## config.mk

```make
export PLATFORM = sky130hd
export DESIGN_NAME = osc_pwr_seq
export DESIGN_NICKNAME = d
export VERILOG_FILES = /design/src/rtl/osc_pwr_pkg.sv /design/src/rtl/osc_div_model.sv /design/src/rtl/osc_settle_timer.sv /design/src/rtl/osc_pwr_seq.sv
export SDC_FILE = /design/constraint.sdc
export NUM_CORES = 1
export LEC_CHECK = 0
export ABC_AREA = 1
export BUFFER_PORTS_ARGS = -buffer_cell sky130_fd_sc_hd__buf_2
export CORE_MARGIN = 10
export CORE_UTILIZATION = 24
export CTS_BUF_LIST = sky130_fd_sc_hd__clkbuf_16
export CTS_CLUSTER_DIAMETER = 30
export DETAILED_ROUTE_END_ITERATION = 10
export PLACE_DENSITY = 0.44
export SLEW_MARGIN = 0
export SYNTH_ARGS = -nofsm -noshare
export SYNTH_HDL_FRONTEND = slang
export SYNTH_HIERARCHICAL = 1
export SYNTH_SLANG_ARGS = --single-unit
```

## constraint.sdc

```tcl
create_clock -name clk -period 2.4 [get_ports clk]
set_input_delay 0.48 -clock clk [delete_from_list [all_inputs] [get_ports clk]]
set_output_delay 0.48 -clock clk [all_outputs]
set_load 0.03 [all_outputs]
```

## src/rtl/osc_pwr_pkg.sv

```systemverilog
package osc_pwr_pkg;

  typedef enum logic [3:0] {
    S_RUN, S_PD_WLO, S_PD_GATED, S_PD_HIZ, S_PD_NOCLK, S_OFF,
    S_PU_OSC, S_PU_MAX, S_PU_SETTLE, S_PU_LOAD, S_PU_OUT0, S_PU_OUT
  } seq_state_t;

  typedef struct packed {
    logic osc;
    logic inbuf;
    logic mclk;
    logic out_gate;
    logic out_drv;
    logic out0_drv;
  } seq_ctl_t;

  // Enable pattern held in each step of the sequences
  function automatic seq_ctl_t state_ctl(seq_state_t s);
    seq_ctl_t c;
    case (s)
      S_RUN, S_PD_WLO: c = 6'b111111;
      S_PD_GATED:      c = 6'b111011;
      S_PD_HIZ:        c = 6'b111001;
      S_PD_NOCLK:      c = 6'b110000;
      S_OFF:           c = 6'b000000;
      S_PU_OSC:        c = 6'b110000;
      S_PU_MAX, S_PU_SETTLE, S_PU_LOAD: c = 6'b111000;
      S_PU_OUT0:       c = 6'b111001;
      S_PU_OUT:        c = 6'b111011;
      default:         c = 6'b000000;
    endcase
    return c;
  endfunction

  function automatic logic state_is_rest(seq_state_t s);
    return (s == S_RUN) || (s == S_OFF);
  endfunction

  // Settle length in prescaler ticks for a counter width
  function automatic int unsigned settle_ticks(int unsigned w);
    return 1 << w;
  endfunction

endpackage

```

## src/rtl/osc_div_model.sv

```systemverilog
module osc_div_model #(
  parameter int W = 8
) (
  input  logic         clk,
  input  logic         rst_n,
  input  logic         en,
  input  logic [W-1:0] prog,
  input  logic         force_max,
  input  logic         reload,
  input  logic         clr,
  output logic         tick,
  output logic         level
);
  localparam logic [W-1:0] LIM_MAX = {W{1'b1}};

  logic [W-1:0] cnt;
  logic         hold_max;
  logic [W-1:0] lim;

  assign lim  = hold_max ? LIM_MAX : prog;
  assign tick = en && (cnt == '0);

  always_ff @(posedge clk or negedge rst_n) begin
    if (!rst_n) begin
      cnt      <= '0;
      hold_max <= 1'b0;
      level    <= 1'b0;
    end else if (force_max) begin
      hold_max <= 1'b1;
      cnt      <= LIM_MAX;
      level    <= 1'b0;
    end else if (reload) begin
      hold_max <= 1'b0;
      cnt      <= prog;
      level    <= 1'b0;
    end else if (clr) begin
      cnt   <= lim;
      level <= 1'b0;
    end else if (en) begin
      if (cnt == '0) begin
        cnt   <= lim;
        level <= ~level;
      end else begin
        cnt <= cnt - 1'b1;
      end
    end
  end

  AST_MAX_AFTER_FORCE: assert property (@(posedge clk) disable iff (!rst_n)
    force_max |=> (cnt == LIM_MAX) && !level);
endmodule

```

## src/rtl/osc_settle_timer.sv

```systemverilog
module osc_settle_timer #(
  parameter int W = 8
) (
  input  logic clk,
  input  logic rst_n,
  input  logic run,
  input  logic tick,
  output logic done
);
  localparam logic [W-1:0] LAST = {W{1'b1}};

  logic [W-1:0] cnt;

  assign done = run && tick && (cnt == LAST);

  always_ff @(posedge clk or negedge rst_n) begin
    if (!rst_n)      cnt <= '0;
    else if (!run)   cnt <= '0;
    else if (tick)   cnt <= cnt + 1'b1;
  end

  AST_SETTLE_FRESH: assert property (@(posedge clk) disable iff (!rst_n)
    $rose(run) |-> (cnt == '0));
endmodule

```

## src/rtl/osc_pwr_seq.sv

```systemverilog
module osc_pwr_seq
  import osc_pwr_pkg::*;
#(
  parameter int MW       = 8,
  parameter int NW       = 8,
  parameter int SETTLE_W = 8
) (
  input  logic          clk,
  input  logic          rst_n,
  input  logic          pdn_pin,
  input  logic          pdn_ctl_en,
  input  logic          out0_off_sel,
  input  logic [MW-1:0] m_div,
  input  logic [NW-1:0] n_div,
  input  logic          osc_stable,
  output logic          osc_en,
  output logic          inbuf_en,
  output logic          mclk_gate_en,
  output logic          mclk_pulse,
  output logic          out_level,
  output logic          out_drv_en,
  output logic          out0_drv_en,
  output logic          div_force_max,
  output logic          div_n_clr,
  output logic          seq_idle
);
  seq_state_t state, nxt;
  seq_ctl_t   ctl;

  logic run_req;
  logic m_tick;
  logic m_level;
  logic n_tick;
  logic n_level;
  logic div_reload;
  logic settle_run;
  logic settle_done;

  assign run_req     = !pdn_ctl_en || pdn_pin;
  assign ctl         = state_ctl(state);
  assign settle_run  = (state == S_PU_SETTLE);
  assign div_reload  = (state == S_PU_LOAD);

  assign div_force_max = (state == S_PU_MAX);
  assign div_n_clr     = (state == S_PD_WLO) && !n_level;

  assign osc_en       = ctl.osc;
  assign inbuf_en     = ctl.inbuf;
  assign mclk_gate_en = ctl.mclk;
  assign mclk_pulse   = m_tick && ctl.mclk;
  assign out_level    = n_level && ctl.out_gate;
  assign out_drv_en   = ctl.out_drv;
  assign out0_drv_en  = ctl.out0_drv && !out0_off_sel;
  assign seq_idle     = state_is_rest(state);

  osc_div_model #(.W(MW)) u_mdiv (
    .clk(clk), .rst_n(rst_n), .en(ctl.osc), .prog(m_div),
    .force_max(div_force_max), .reload(div_reload), .clr(1'b0),
    .tick(m_tick), .level(m_level)
  );

  osc_div_model #(.W(NW)) u_ndiv (
    .clk(clk), .rst_n(rst_n), .en(mclk_pulse), .prog(n_div),
    .force_max(div_force_max), .reload(div_reload), .clr(div_n_clr),
    .tick(n_tick), .level(n_level)
  );

  osc_settle_timer #(.W(SETTLE_W)) u_settle (
    .clk(clk), .rst_n(rst_n), .run(settle_run), .tick(m_tick),
    .done(settle_done)
  );

  always_comb begin
    nxt = state;
    case (state)
      S_RUN:       if (!run_req) nxt = S_PD_WLO;
      S_PD_WLO:    if (!n_level) nxt = S_PD_GATED;
      S_PD_GATED:  nxt = S_PD_HIZ;
      S_PD_HIZ:    nxt = S_PD_NOCLK;
      S_PD_NOCLK:  nxt = S_OFF;
      S_OFF:       if (run_req) nxt = S_PU_OSC;
      S_PU_OSC:    if (osc_stable) nxt = S_PU_MAX;
      S_PU_MAX:    nxt = S_PU_SETTLE;
      S_PU_SETTLE: if (settle_done) nxt = S_PU_LOAD;
      S_PU_LOAD:   nxt = S_PU_OUT0;
      S_PU_OUT0:   nxt = S_PU_OUT;
      S_PU_OUT:    nxt = S_RUN;
      default:     nxt = S_RUN;
    endcase
  end

  always_ff @(posedge clk or negedge rst_n) begin
    if (!rst_n) state <= S_RUN;
    else        state <= nxt;
  end

  AST_OUT_LOW_AT_HIZ: assert property (@(posedge clk) disable iff (!rst_n)
    $fell(out_drv_en) |-> !out_level && !n_level);
  AST_MCLK_AFTER_HIZ: assert property (@(posedge clk) disable iff (!rst_n)
    $fell(mclk_gate_en) |-> !out_drv_en && !out0_drv_en);
  AST_OSC_AFTER_MCLK: assert property (@(posedge clk) disable iff (!rst_n)
    $fell(osc_en) |-> !mclk_gate_en && !inbuf_en);
  AST_FORCE_NEEDS_STABLE: assert property (@(posedge clk) disable iff (!rst_n)
    div_force_max |-> osc_en && $past(osc_stable));
  AST_OUT_AFTER_OUT0: assert property (@(posedge clk) disable iff (!rst_n)
    ($rose(out_drv_en) && !out0_off_sel) |-> out0_drv_en);
  AST_OUT0_HELD_OFF: assert property (@(posedge clk) disable iff (!rst_n)
    out0_off_sel |-> !out0_drv_en);
  AST_IDLE_AT_REST: assert property (@(posedge clk) disable iff (!rst_n)
    seq_idle |-> (out_drv_en == osc_en) && (mclk_gate_en == osc_en));
  AST_HOLD_OFF: assert property (@(posedge clk) disable iff (!rst_n)
    ($past(seq_idle) && !$past(osc_en) && !$past(run_req)) |-> !osc_en);
endmodule

```

; ---- After elaboration in Yosys (flattened, before gate mapping)
; Memories as Yosys holds them, arrays and structs flattened.
; Index checks and enable logic that the tools add are counted.
[totals]
reg_bits = 30
latchBits = 0
ramBits = 0
rom_bits = 96
in_bits = 22
word_cells = 75
mem_count = 1
[mem_list]
columns = name, depth, width, rd, rd_clocked_by_memory_dff, wr, line
row1 = (name not given), 16, 6, 1, 0, 0, osc_pwr_pkg.sv:20  ; case (s)
[op_classes]
n_addsub = 3
mul = 0
n_div = 0
magnitude_cmp = 0
eq_ne = 17
shifts = 0
muxes = 26
bitwise = 1
reduce_logical = 21
[op_table]
columns = operator, count
row1 = 8-bit 2-to-1 mux, 13
row2 = 4-bit case mux with 11 select lines, 1
row3 = 4-bit 2-to-1 mux, 5
row4 = "4-bit by 3-bit == test with 1-bit output, second input constant", 4
row5 = 8-bit logical NOT, 2
row6 = "8-bit by 1-bit subtractor with 8-bit output, second input constant", 2
row7 = "4-bit == test, second input constant", 3
row8 = "2-bit != test, second input constant", 6
row9 = "8-bit by 1-bit adder with 8-bit output, second input constant", 1
row10 = "4-bit by 2-bit == test with 1-bit output, second input constant", 2
row11 = "8-bit == test, second input constant", 1
row12 = 4-bit nonzero test, 2
row13 = 1-bit logical AND, 7
row14 = 1-bit 2-to-1 mux, 7
row15 = 5-bit AND reduction, 1
row16 = "4-bit by 1-bit == test with 1-bit output, second input constant", 1
row17 = 4-bit logical NOT, 1
row18 = 1-bit logical NOT, 3
row19 = 3-bit nonzero test, 1
row20 = 1-bit logical OR, 2
row21 = 2-bit AND reduction, 1
row22 = 2-bit nonzero test, 1
row23 = 1-bit inverter, 1

; ---- Depth between registers and ports, before layout
; Gate-level depths: netlist of the first run.
[depth]
word_depth = 7
depth_mapped = 15

; ---- Hierarchy
; Netlist of the first run, hierarchy kept.
[modules_own_cells]
columns = mod, instances, cells_each, area_per_inst_um2, seq_area_each_um2
row1 = osc_div_model, 2, 128, 822.0, 250.2
row2 = osc_settle_timer, 1, 55, 447.9, 200.2
row3 = osc_pwr_seq, 1, 67, 379.1, 100.1

; ---- Least setup slack after synthesis of the first run
; No wires, ideal clock.
[synth_timing]
path_type = reg-to-reg
startpoint = register state[3]
endpoint = register u_ndiv.cnt[7]
arrival_ns = 2.360
setup_slack_ns = -0.037
stages_incl_launch_ff = 8
path_buffers = 0
synth_period_minus_slack_ns = 2.437
path_cell_list = dfrtp_1 > nor2_1 > inv_1 > nor3_1 > nor2_1 > nand3_1 > nand2_1 > a21oi_1
[synth_between]
elab_chain_cells = 5
[synth_rtl]
columns = element, line
row1 = "start, declared", osc_pwr_seq.sv:27  ; seq_state_t state, nxt;
row2 = "start signal, assigned", osc_pwr_seq.sv:94  ; else state <= nxt;
row3 = 4-bit by 1-bit == test with 1-bit output *, osc_pwr_seq.sv:45  ; assign div_n_clr = (state == S_PD_WLO) && !n_level;
row4 = 1-bit logical AND *, osc_pwr_seq.sv:45
row5 = named net div_n_clr, osc_pwr_seq.sv:24  ; output logic div_n_clr,
row6 = 8-bit 2-to-1 mux, osc_div_model.sv:36  ; end else if (clr) begin
row7 = 8-bit 2-to-1 mux, osc_div_model.sv:32  ; end else if (reload) begin
row8 = 8-bit 2-to-1 mux, osc_div_model.sv:28  ; end else if (force_max) begin
row9 = "end signal, assigned", osc_div_model.sv:34  ; cnt <= prog;
row10 = "end signal, assigned", osc_div_model.sv:37  ; cnt <= lim;
row11 = "end signal, assigned", osc_div_model.sv:41  ; cnt <= lim;
row12 = "end, declared", osc_div_model.sv:16  ; logic [W-1:0] cnt;
; The timed path passes the listed nets; every way through them passes the cells marked *.
; A chain may end at the register's enable or synchronous reset.

; ---- Worst setup path after layout of the first run
[layout_timing]
startpoint = register u_mdiv.cnt[0]
endpoint = output mclk_pulse
[layout_between]
elab_chain_cells = 3
[layout_rtl]
columns = element, line
row1 = "start, declared", osc_div_model.sv:16
row2 = "start signal, assigned", osc_div_model.sv:34
row3 = "start signal, assigned", osc_div_model.sv:37
row4 = "start signal, assigned", osc_div_model.sv:41
row5 = 8-bit logical NOT, osc_div_model.sv:21  ; assign tick = en && (cnt == '0);
row6 = 1-bit logical AND, osc_div_model.sv:21
row7 = named net m_tick, osc_pwr_seq.sv:31  ; logic m_tick;
row8 = 1-bit logical AND, osc_pwr_seq.sv:50  ; assign mclk_pulse = m_tick && ctl.mclk;
row9 = "end, declared", osc_pwr_seq.sv:19  ; output logic mclk_pulse,
; The timed path passes the listed nets, and every way through them passes these cells.

==> impl_metrics.ini, run 1 <==
[worst_hold_path]
hp-class = in2async

[clock_tree]
htreeDepth = 2
tritoncts = yes
postCtsSetupRepairBufs = 0
clk-insertion-delay-late_ns = 0.27
cts_sinks = 31
cts.path.max_buffers = 2
clkTransAtPathRegs_ns = 0.06
cts_buffers = 5
cts-root-buf = clkbuf_16

[power]
max-vdd-ir-drop_v = 0.000618
powerDensity_nw_per_um2 = 1080
power.leakage_nw = 1.54

[critical_path]
crit_end = mclk_pulse
worstSetupPathType = reg2out
reg2reg_depth = 12
slowest_delay_ns = 0.38
cp-startpoint = u_mdiv/cnt[0]
reg2reg_to = u_ndiv/cnt[1]
cp-end-kind = primary output
critPathBufInv = 3
crit_required_ns = 1.92
worst_path_max_delay_cell = dfrtp_1
crit_fanout = 6
cp.depth = 8
regToRegStartpoint = state[1]
path_delay_family = buffers and inverters
r2r_slack_ns = 0.36
crit_arrival_ns = 1.74
start_kind = flop
path_cells = inv_1 > ha_1 > nand3_1 > nor2_1 > nand2_1 > inv_2 > o21a_4 > clkbuf_4

[placement]
dp_hpwl_mm = 5.21
post-place-cells = 539
port_buffers = 31
routabilityCongestion = 0.829
place_area_um2 = 2750

[timing]
worst_pin_slew_ns = 0.748
clock_skew_ns = 0.0103
grt_setup_unrepaired = false
drv_slew = 0
timing.final.crit_share_pct = 92.4
fmax_mhz = 451
final.setup.tns_ns = 0
slew_headroom_pct = 50.2
setup_viol = 0
hold_viol_final = 0
fin_crit_ns = 2.22
fin_hold_ws_ns = 0.276

[die]
core_area_um2 = 9820
ios = 32
fp-row-count = 36
die_area_um2 = 14500
die_x_um = 121
die_height_um = 121
start_util_pct = 24.7

[grt]
grt_overflow_total = 0
grt_pass1_wl_mm = 11.5
grt_pass1_vias = 2414
antenna_found_initial = 0
grt_usage_pct = 9.53
grt_start_max_net_pins = 32

[yosys]
synth.cell_area_um2 = 2430
ys.warnings.count = 6
syn_area_per_cell_um2 = 6.51
netlist_instances = 373

[flow_run]
cap_violations = 0

[drt]
drtIter0Drc = 95
vias_per_cell = 4.33
wl_per_cell_um = 12.3
drt_pre_antenna_iters = 4
wl_mm = 6.72
vias = 2358
ant_nets = 0
drc = 0

[final_layout]
nets = 440
multiInputGateArea_um2 = 1360
final_cell_area_um2 = 2890
fillers = 1153
post-route-util_pct = 29.4
area_growth_syn_to_layout_pct = 18.9
regArea_um2 = 776
layoutNonFillerInstCount = 545
n_antenna_cell = 0
drive_above_1_share_pct = 19.2

[status]
status = completed
## worst min path at each step
| stage | endpoint | slack (ns) | startpoint |
|---|---|---|---|
| finish | state[0] | 0.28 | rst_n |
| global route | u_mdiv/cnt[6] | 0.35 | rst_n |
| CTS | state[0] | 0.31 | rst_n |
| detailed placement | u_ndiv/cnt[1] | 0.52 | u_ndiv/cnt[1] |
| global placement | u_ndiv/cnt[1] | 0.51 | u_ndiv/cnt[1] |
| floorplan | state[0] | 0.18 | rst_n |
## placed cells by master (no fill, tap or decap)
master	instances
nor3b_2	1
nand2_1	89
a211oi_1	5
conb_1	3
xnor2_1	2
nand3_1	53
o22ai_1	1
nor3_1	4
and3_1	1
nor2_2	2
xor2_1	2
o21ai_2	2
a21oi_2	2
a21oi_1	18
clkbuf_4	1
buf_2	30
inv_1	56
buf_4	6
ha_1	5
nor3_4	3
nor2_1	52
nand2_2	7
dfrtp_1	31
o21a_4	1
nor2_4	2
clkbuf_16	5
inv_2	13
nand3_2	2
o21ai_0	8
o21bai_1	3
o211ai_2	2
## metrics by stage
stage	power, mW	worst slack, ns
global route	3.46	0.0216
detailed placement	2.55	0.305
finish	3.13	0.182
floorplan	2.16	0.174
CTS	3.16	0.000598
global placement	2.56	0.313
## report_power, final
group | internal (mW) | total (mW) | switching [mW]
registers | 0.693 | 0.862 | 0.169
logic | 0.572 | 1.68 | 1.11
clock network | 0.368 | 0.582 | 0.214
## layout make-up
type	instances	share of cell area, %
inverters	68	8.83
clock inverters	1	0.130
repair buffers	37	7.01
well taps	133	5.76
flip-flops and latches	31	26.8
clock buffers	5	4.33
multi-input cells	270	47.1
## worst reg2reg max path, cell delays in order (launching register included)
cell and delay, ns:
dfrtp_1 0.41, nor2_1 0.19, inv_1 0.13, o21ai_0 0.16, inv_1 0.08, nand2_1 0.08, inv_2 0.07, o21a_4 0.13
nor3_4 0.23, inv_2 0.15, nand2_1 0.12, inv_1 0.07, a21oi_1 0.14
## registers in the layout, indices dropped and copies added, names as in the netlist
register and count:
u_ndiv/cnt 8, u_mdiv/cnt 8, u_ndiv/hold_max 1, u_settle/cnt 8
state 4, u_mdiv/hold_max 1, u_ndiv/level 1
## timing repair
| item | 4_1_cts | 5_1_grt |
|---|---|---|
| gates resized for setup | 0 | 4 |
| hold buffers | 0 | 0 |
| endpoints found under the setup margin | 0 | 2 |
| endpoints found under the hold margin | 0 | 0 |
## routing by layer
metal | wire length, um | up-vias | global-route usage (%)
li1 | - | 1260 | -
met1 | 3340 | 1066 | 12.2
met2 | 3130 | 30 | 15.8
met3 | 219 | 2 | 2.28
met4 | 36 | 0 | 2.26
met5 | 0 | - | 0
No activity file was read; power rests on OpenSTA's default activity.
==> run 2, diff against run 1 <==
- CORE_UTILIZATION: 24 -> 58
- PLACE_DENSITY: 0.44 -> 0.84
==> run 2 against run 1 <==
  * Die area down 51%
  * Sequential share of layout area grew 0.95 points
  * Largest cell class unchanged
  * First-iteration DRC count up 96%
  * Combinational power hardly changed
  * Non-clock buffer count is 3 lower
  * Core utilization up 40 points
  * Setup slack worse by 0.089 ns
==> impl_metrics.ini, run 2 (synthesis gave the netlist of run 1 again) <==
[status]
status = completed

[die]
die_area_um2 = 7180
die_x_um = 84.7
die_height_um = 84.7
core_area_um2 = 4030
start_util_pct = 60.3
fp-row-count = 23
ios = 32

[critical_path]
start_kind = flop
path_cells = nor2_1 > inv_1 > nor3_2 > buf_2
reg2reg_depth = 13
worst_path_max_delay_cell = dfrtp_1
r2r_slack_ns = 0.35
path_delay_family = simple AND/OR/NAND/NOR gates
slowest_delay_ns = 0.45
cp-startpoint = state[3]
cp-end-kind = primary output
cp.depth = 4
reg2reg_to = u_ndiv/cnt[2]
worstSetupPathType = reg2out
crit_fanout = 6
critPathBufInv = 2
crit_required_ns = 1.92
regToRegStartpoint = state[0]
crit_end = div_n_clr
crit_arrival_ns = 1.83

[flow_run]
cap_violations = 0

[final_layout]
mostFrequentLayoutCells = nand2_1 (89), inv_1 (55), nand3_1 (53), nor2_1 (51)
mostFrequentLayoutCell = nand2_1
post-route-util_pct = 69.4
largest_registers = u_mdiv/cnt (8), u_ndiv/cnt (8), u_settle/cnt (8)
nets = 437
drive_above_1_share_pct = 19.5
final_cell_area_um2 = 2800
n_antenna_cell = 0
area_growth_syn_to_layout_pct = 15.1

[drt]
ant_nets = 0
vias = 2537
drtIter0Drc = 186
drc = 0
vias_per_cell = 5.50
drt_pre_antenna_iters = 7
wl_per_cell_um = 13.7
wl_mm = 6.32

[timing]
final.setup.tns_ns = 0
setup_viol = 0
slew_headroom_pct = 50.7
worst_pin_slew_ns = 0.740
drv_slew = 0
hold_viol_final = 0
fmax_mhz = 433
worst_slack_ns = 0.0925
timing.final.crit_share_pct = 96.1
fin_crit_ns = 2.31
grt_setup_unrepaired = true
clock_skew_ns = 0.00426

[power]
pwr-share-clk_pct = 22.0
swShare_pct = 46.6
p_int_mw = 1.73
seqPwrFrac_pct = 27.1
power.leakage_nw = 1.54
max-vdd-ir-drop_v = 0.00103
powerDensity_nw_per_um2 = 1160
power.switching_mw = 1.51
combinationalPowerShare_pct = 50.9

[grt]
grt_start_max_net_pins = 32
antenna_found_initial = 0
grt_pass1_vias = 2454
grt_usage_pct = 17.7
grt_pass1_wl_mm = 11.0
grt_overflow_total = 0

[clock_tree]
htreeDepth = 2
clkTransAtPathRegs_ns = 0.05
cts_buffers = 5
cts_sinks = 31
cts.path.max_buffers = 2
tritoncts = yes
clk-insertion-delay-late_ns = 0.28
cts-root-buf = clkbuf_16

[placement]
dp_worst_setup_slack_ns = 0.271
place_area_um2 = 2620
dp_hpwl_mm = 4.54
port_buffers = 31
routabilityCongestion = 0.962

[worst_hold_path]
hp-class = in2async
-- run 2: worst min-delay path by stage --
stage	to
after global placement	u_ndiv/cnt[1]
after detailed placement	u_mdiv/cnt[1]
after global routing	u_settle/cnt[5]
after floorplan	state[0]
final	u_settle/cnt[5]
after CTS	u_settle/cnt[5]
-- run 2: through the flow --
stage,instances,total power [mW],hold slack [ns]
6_report,461,3.23,0.265
4_1_cts,461,3.21,0.291
5_1_grt,461,3.50,0.319
3_3_place_gp,453,2.44,0.520
3_5_place_dp,453,2.47,0.530
2_1_floorplan,375,2.16,0.184
-- run 2: layout make-up --
cell class	instances	area, um^2
Sequential cell	31	777
Multi-Input combinational cell	270	1360
Clock inverter	3	38.8
Fill cell	342	1230
Inverter	68	255
Timing Repair Buffer	34	180
Clock buffer	5	125
Tap cell	50	62.6
-- run 2: repair_timing --
action / 4_1_cts / 5_1_grt
buffers inserted: 0 / 0
hold buffers: 0 / 0
gates resized for setup: 1 / 4
endpoints found under the setup margin: 1 / 9
-- run 2: per-layer routing --
layer / global-route usage (%) / share of wire, % / routed length (um) / vias to the layer above
met5: 0 / 0 / 0 / -
met4: 5.24 / 1.5 / 97 / 0
met3: 4.73 / 6.2 / 390 / 17
met2: 29.9 / 49 / 3120 / 118
met1: 21.3 / 43 / 2720 / 1159
li1: - / - / - / 1243
-- run 2: power by group through the flow --
stage | Clock, mW | Combinational, mW | Sequential [mW]
3_5_place_dp | 0 | 1.60 | 0.875
4_1_cts | 0.719 | 1.62 | 0.866
3_3_place_gp | 0 | 1.57 | 0.868
2_1_floorplan | 0 | 1.33 | 0.831
6_report | 0.711 | 1.65 | 0.877
5_1_grt | 0.746 | 1.85 | 0.902
==> run 3, diff against run 2 <==
- SETUP_SLACK_MARGIN: unset -> 0.5
==> run 3 against run 2 <==
  * First-iteration DRC count up 32%
  * Flip-flop and latch count unchanged
  * Via count up 7.1%
  * Sequential power up 2%
  * Setup slack better by 0.24 ns
  * Combinational power up 38%
  * Global-route usage up 0.84 points
  * Critical path type is now reg2reg
==> impl_metrics.ini, run 3 (synthesis gave the netlist of run 1 again) <==
[status]
status = completed

[clock_tree]
clk-insertion-delay-late_ns = 0.28
tritoncts = yes
cts.path.max_buffers = 2
cts_sinks = 31
htreeDepth = 2
clkTransAtPathRegs_ns = 0.05
ctsHoldBuffers = 0
cts_buffers = 5
cts-root-buf = clkbuf_16

[drt]
wl_per_cell_um = 15.6
drc = 0
ant_nets = 0
wl_mm = 7.61
drt_pre_antenna_iters = 6
vias_per_cell = 5.58
drtIter0Drc = 245
vias = 2717

[placement]
dp_hpwl_mm = 4.49
dp_worst_setup_slack_ns = 0.365
routabilityCongestion = 0.960
post-place-cells = 452
port_buffers = 31

[final_layout]
mostFrequentLayoutCell = nand2_1
mostFrequentLayoutCells = nand2_1 (82), nand3_1 (51), inv_1 (48), nor2_1 (44), buf_4 (30)
layoutNonFillerInstCount = 487
largest_registers = u_mdiv/cnt (8), u_ndiv/cnt (8), u_settle/cnt (8)
n_antenna_cell = 0
area_growth_syn_to_layout_pct = 31.3
drive_above_1_share_pct = 31.6
nets = 464

[die]
start_util_pct = 60.3
die_area_um2 = 7180
fp-row-count = 23
ios = 32
die_x_um = 84.7
core_area_um2 = 4030
die_height_um = 84.7

[timing]
worst_pin_slew_ns = 0.722
setup_viol = 0
fin_hold_ws_ns = 0.257
slew_headroom_pct = 51.9
worst_slack_ns = 0.334
timing.final.crit_share_pct = 86.1
fmax_mhz = 484
grt_setup_unrepaired = true
drv_slew = 0
clock_skew_ns = 0.00471
fin_crit_ns = 2.07
final.setup.tns_ns = 0
hold_viol_final = 0

[grt]
antenna_found_initial = 0
grt_pass1_vias = 2521
grt_start_max_net_pins = 32
grt_overflow_total = 0
grt_pass1_wl_mm = 11.3
grt_usage_pct = 18.5

[critical_path]
cp_common_cell = inv_4
path_cells = inv_2 > nor2_4 > inv_4 > o21ai_4 > inv_4 > nand2_4 > inv_4 > o21a_4 > buf_6 > nor3_4 > clkinvlp_4 > nor2_1 > a21oi_1
worst_path_max_delay_cell = dfrtp_1
crit_arrival_ns = 2.22
path_delay_family = simple AND/OR/NAND/NOR gates
crit_required_ns = 2.56
crit_fanout = 5
worstSetupPathType = reg2reg
slowest_delay_ns = 0.41
cp-end-kind = flop
critPathBufInv = 6
start_kind = flop

[flow_run]
cap_violations = 0

[power]
max-vdd-ir-drop_v = 0.000864
power.leakage_nw = 1.69
powerDensity_nw_per_um2 = 1180

[worst_hold_path]
hp-class = in2async
run 3: cell count changes in the layout (fill, tap and decap cells not counted), sizes merged:
| cell | delta |
|---|---|
| buf | +25 |
| bufinv | -1 |
| clkinvlp | +1 |
| clkbuf | +1 |
run 3: timing repair:
action                                  CTS  global route
endpoints found under the setup margin   25            29
gates resized for setup                  27            39
cloned                                    0             1
pin swaps                                 8             9
setup buffers                            17            10
run 3: cell type report:
type                       count  area, um^2
inverter                      68         288
sequential                    31         779
clock buffer                   5         125
fill                         252         840
tap                           50        62.6
multi-input combinational    270        1500
timing repair buffer          60         422
timing repair inverter         1        7.51
clock inverter                 2        8.76
run 3: worst register-to-register path: cells and delay by family, from the launching register on:
family,cells,cell delay (ns)
simple gates,4,0.64
buf+inv,6,0.58
flops,1,0.41
compound gates,3,0.33
run 3: power breakdown:
part           switching [mW]  leakage, nW  total [mW]  internal [mW]
Clock                   0.226       0.0671       0.599          0.372
Sequential              0.197        0.366       0.894          0.697
Combinational            1.41         1.25        2.27          0.859
run 3: worst paths after layout:
path | start | to | slack [ns] | cells past startpoint
hold reg to reg | u_ndiv/cnt[1] | u_ndiv/cnt[1] | 0.53 | 2
setup / recovery | state[0] | u_ndiv/cnt[5] | 0.33 | 13
min in group clk | n_div[3] | u_ndiv/cnt[3] | 0.48 | 5
max in group asynchronous | rst_n | state[1] | 1.63 | 1
setup reg to reg | state[0] | u_ndiv/cnt[5] | 0.33 | 13
hold / removal | rst_n | u_mdiv/hold_max | 0.26 | 1
run 3: per-stage QoR:
step	power, mW	area [um^2]	util [%]
floorplan	2.20	2470	-
global placement	2.49	2640	65.6
detailed placement	2.53	2640	65.6
CTS	3.37	2980	73.9
global route	4.00	3190	79.2
finish	3.77	3190	79.2
run 3: layer usage:
layer | part of all wire [%] | up-vias | routed length, um | GRT usage, %
met1 | 39 | 1237 | 2930 | 21.8
met4 | 3.3 | 0 | 252 | 7.34
li1 | - | 1299 | - | -
met5 | 0 | - | 0 | 0
met2 | 49 | 154 | 3710 | 31.4
met3 | 9.3 | 27 | 710 | 4.54
